**src/rtl/modem_status_monitor.sv**
```systemverilog
module modem_status_monitor #(
  parameter int SYNC_STAGES = 2
) (
  input  logic       clk,
  input  logic       rst_n,
  input  logic       cts_pin,
  input  logic       dsr_pin,
  input  logic       ri_pin,
  input  logic       dcd_pin,
  input  logic       loop_en,
  input  logic       lb_dtr,
  input  logic       lb_rts,
  input  logic       lb_out1,
  input  logic       lb_out2,
  input  logic       status_rd,
  input  logic       msi_en,
  output logic [7:0] status,
  output logic       msi_req
);
  localparam int NL = 4;
  localparam int RI = 2;

  logic [NL-1:0] pin_vec, loop_vec, src, lvl_q, flags_q, toggled, hit;
  logic [NL-1:0] sync_q [SYNC_STAGES];

  assign pin_vec  = {dcd_pin, ri_pin, dsr_pin, cts_pin};
  assign loop_vec = {lb_out2, lb_out1, lb_dtr, lb_rts};

  always_ff @(posedge clk or negedge rst_n)
    if (!rst_n) begin
      for (int i = 0; i < SYNC_STAGES; i++) sync_q[i] <= '0;
    end else begin
      sync_q[0] <= pin_vec;
      for (int i = 1; i < SYNC_STAGES; i++) sync_q[i] <= sync_q[i-1];
    end

  assign src     = loop_en ? loop_vec : sync_q[SYNC_STAGES-1];
  assign toggled = src ^ lvl_q;

  generate
    for (genvar g = 0; g < NL; g++) begin : g_hit
      if (g == RI) begin : g_trail
        assign hit[g] = lvl_q[g] & ~src[g];
      end else begin : g_any
        assign hit[g] = toggled[g];
      end
    end
  endgenerate

  always_ff @(posedge clk or negedge rst_n)
    if (!rst_n) begin
      lvl_q   <= '0;
      flags_q <= '0;
    end else begin
      lvl_q   <= src;
      flags_q <= (status_rd ? '0 : flags_q) | hit;
    end

  assign status  = {lvl_q, flags_q};
  assign msi_req = msi_en & (|flags_q);
endmodule


```
**config.mk**
```make
export PLATFORM = sky130hd
export DESIGN_NAME = modem_status_monitor
export DESIGN_NICKNAME = d
export VERILOG_FILES = /design/src/rtl/modem_status_monitor.sv
export SDC_FILE = /design/constraint.sdc
export NUM_CORES = 1
export LEC_CHECK = 0
export ABC_CLOCK_PERIOD_IN_PS = 2300
export CAP_MARGIN = 25
export CORE_MARGIN = 1.5
export CORE_UTILIZATION = 43
export CTS_CLUSTER_SIZE = 25
export DETAILED_ROUTE_END_ITERATION = 6
export PLACE_DENSITY = 0.77
export SLEW_MARGIN = 20
export SYNTH_ARGS = -nofsm -noshare
export SYNTH_HDL_FRONTEND = slang
export SYNTH_SLANG_ARGS = --single-unit
```
**constraint.sdc**
```tcl
create_clock -name clk -period 2.3 [get_ports clk]
set_clock_uncertainty 0.1 [all_clocks]
set_input_delay 0.23 -clock clk [delete_from_list [all_inputs] [get_ports clk]]
set_output_delay 0.23 -clock clk [all_outputs]
set_load 0.02 [all_outputs]
```
==> results.yml <==
sta:
  setup_viol: 0
  slew_headroom_pct: 54.5
  finalCritPeriodShare_pct: 85.4
  worst_slew_pin_slew_ns: 0.680
  slew_viol_final: 0
  max_freq_mhz: 509
  holdWs_ns: 0.257
  fin_ws_ns: 0.337
  setup_tns_ns: 0
  fin_crit_ns: 1.96
  finalHoldViolations: 0
  rsz0062_at_grt: "false"
route:
  wl_um: 914
  viasPerCell: 4.92
  ant_nets: 0
  first_pass_iters: 2
  first_iter_violations: 1
  vias: 369
  wl_per_cell_um: 12.2
  drc: 0
clock_network:
  cts_tree: "built"
  post_cts_resized: 0
  worst_skew_pair.late_latency_ns: 0.27
  cts_root_buf: "clkbuf_4"
  cts_setup_buffers: 0
  path_clk_slew_ns: 0.09
  clock-sinks: 16
  clock_path_buffers: 2
  numCtsBuffers: 3
  htree_levels: 1
  postCtsHoldBufs: 0
flow_run:
  drv_cap: 0
cells_and_area:
  drive_gt1_share_pct: 18.0
  num_antenna_cells: 0
  layout_common_cells: "clkdlybuf4s50_1, dfrtp_1"
  final_common_cell: "clkdlybuf4s50_1"
  synthToLayoutAreaGrowth_pct: 46.5
  final_cell_area_um2: 832
  nets: 75
synthesis:
  synthDistinctLibCells: 10
  syn_inst: 36
  syn_nets: 49
  netlist.top_cell.by_area: "dfrtp_1"
  syn_area_um2: 568
  ys.warnings.count: 0
  avgSynthCellArea_um2: 15.8
  yosys_register_bits: 16
  synth_seq_area_share_pct: 70.5
  synth_top_cell_area_share_pct: 70.5
  yosys-top-cells-area: "dfrtp_1, mux2_4, nor3_2"
floorplanning:
  fp-row-count: 12
  core_area_mm2: 0.00117
  fp.dieH_um: 39.3
  dieArea_mm2: 0.00155
  pin_count: 22
  die_w_um: 39.3
  start_util_pct: 48.5
placed_design:
  io_buffers: 21
  placed_area_um2: 796
  pre_cts_ws_ns: 0.534
  place_congestion: 0.700
global_route:
  grt_overflow: 0
  grt_pass1_wl_mm: 1.46
  grt_pass1_vias: 364
  antenna_found_initial: 0
  grtUsageTotal_pct: 15.5
  grt_max_degree: 17
power:
  p_per_area_mw_per_mm2: 720
  irDropWorstVdd_mv: 0.539
  p_leak_nw: 0.359
critical_path:
  cp_max_fo: 3
  start_kind: "flop"
  crit_required_ns: 1.97
  critPathCaptureType: "output pin"
  critPathArrivalTime_ns: 1.63
  crit_type: "flop to output pin"
status:
  run_status: "completed"
hold_path:
  hp-class: "primary input to async pin"
==> final cells by class <==
class / count / area [um^2]
Fill cell: 96 / 339
Multi-Input combinational cell: 18 / 160
Tap cell: 14 / 17.5
Sequential cell: 16 / 400
Clock buffer: 4 / 36.3
Timing Repair Buffer: 21 / 210
Inverter: 2 / 7.51
==> state kept, by name, summed over array words and instances, names as in the netlist <==
register and cells:
flags_q 4, lvl_q 4, sync_q 8
==> where the power goes <==
| group | internal [mW] | total [mW] | switching, mW |
|---|---|---|---|
| registers | 0.302 | 0.314 | 0.0119 |
| logic | 0.0621 | 0.110 | 0.0480 |
| clock network | 0.0961 | 0.175 | 0.0788 |
==> routing by layer <==
layer / GRT usage [%] / vias to the layer above / share of wire (%)
li1: - / 173 / -
met1: 15.4 / 181 / 36
met2: 28.3 / 13 / 57
met3: 1.70 / 2 / 5.8
met4: 12.9 / 0 / 1.3
met5: 0 / - / 0
==> kinds of logic (layout without fill, tap and decap cells) <==
group / after synthesis / after routing / synth area share (%)
compound gates: 5 / 5 / 5.73
buf+inv: 2 / 27 / 1.32
flops: 16 / 16 / 70.5
simple gates: 9 / 9 / 12.6
mux: 4 / 4 / 9.91
==> worst max-delay path, stage by stage, from the launching register on <==
cell	delay, ns
dfrtp_1	0.40
o41a_1	0.42
clkdlybuf4s50_1	0.54
==> cell usage after synthesis, drive strengths merged <==
master,instances
mux2,4
nor2b,3
o22ai,1
inv,2
dfrtp,16
a21oi,3
o41a,1
and2b,3
nor3,3
==> metrics by stage <==
step	power [mW]	util (%)	std cells
floorplan	0.367	-	36
global placement	0.428	67.9	71
detailed placement	0.432	67.9	71
CTS	0.609	71.0	75
global route	0.631	71.0	75
finish	0.599	71.0	75
==> worst paths after layout <==
kind | start | end | slack [ns] | cells past startpoint
worst min register to register | sync_q[6] | sync_q[2] | 0.26 | 0
worst max-delay path | flags_q[0] | msi_req | 0.34 | 2
min in group clk | sync_q[6] | sync_q[2] | 0.26 | 0
worst min-delay path | rst_n | sync_q[7] | 0.26 | 1
max in group asynchronous | rst_n | sync_q[5] | 1.41 | 1
worst max register to register | sync_q[3] | flags_q[3] | 1.22 | 3
No activity file was read; power rests on OpenSTA's default activity.
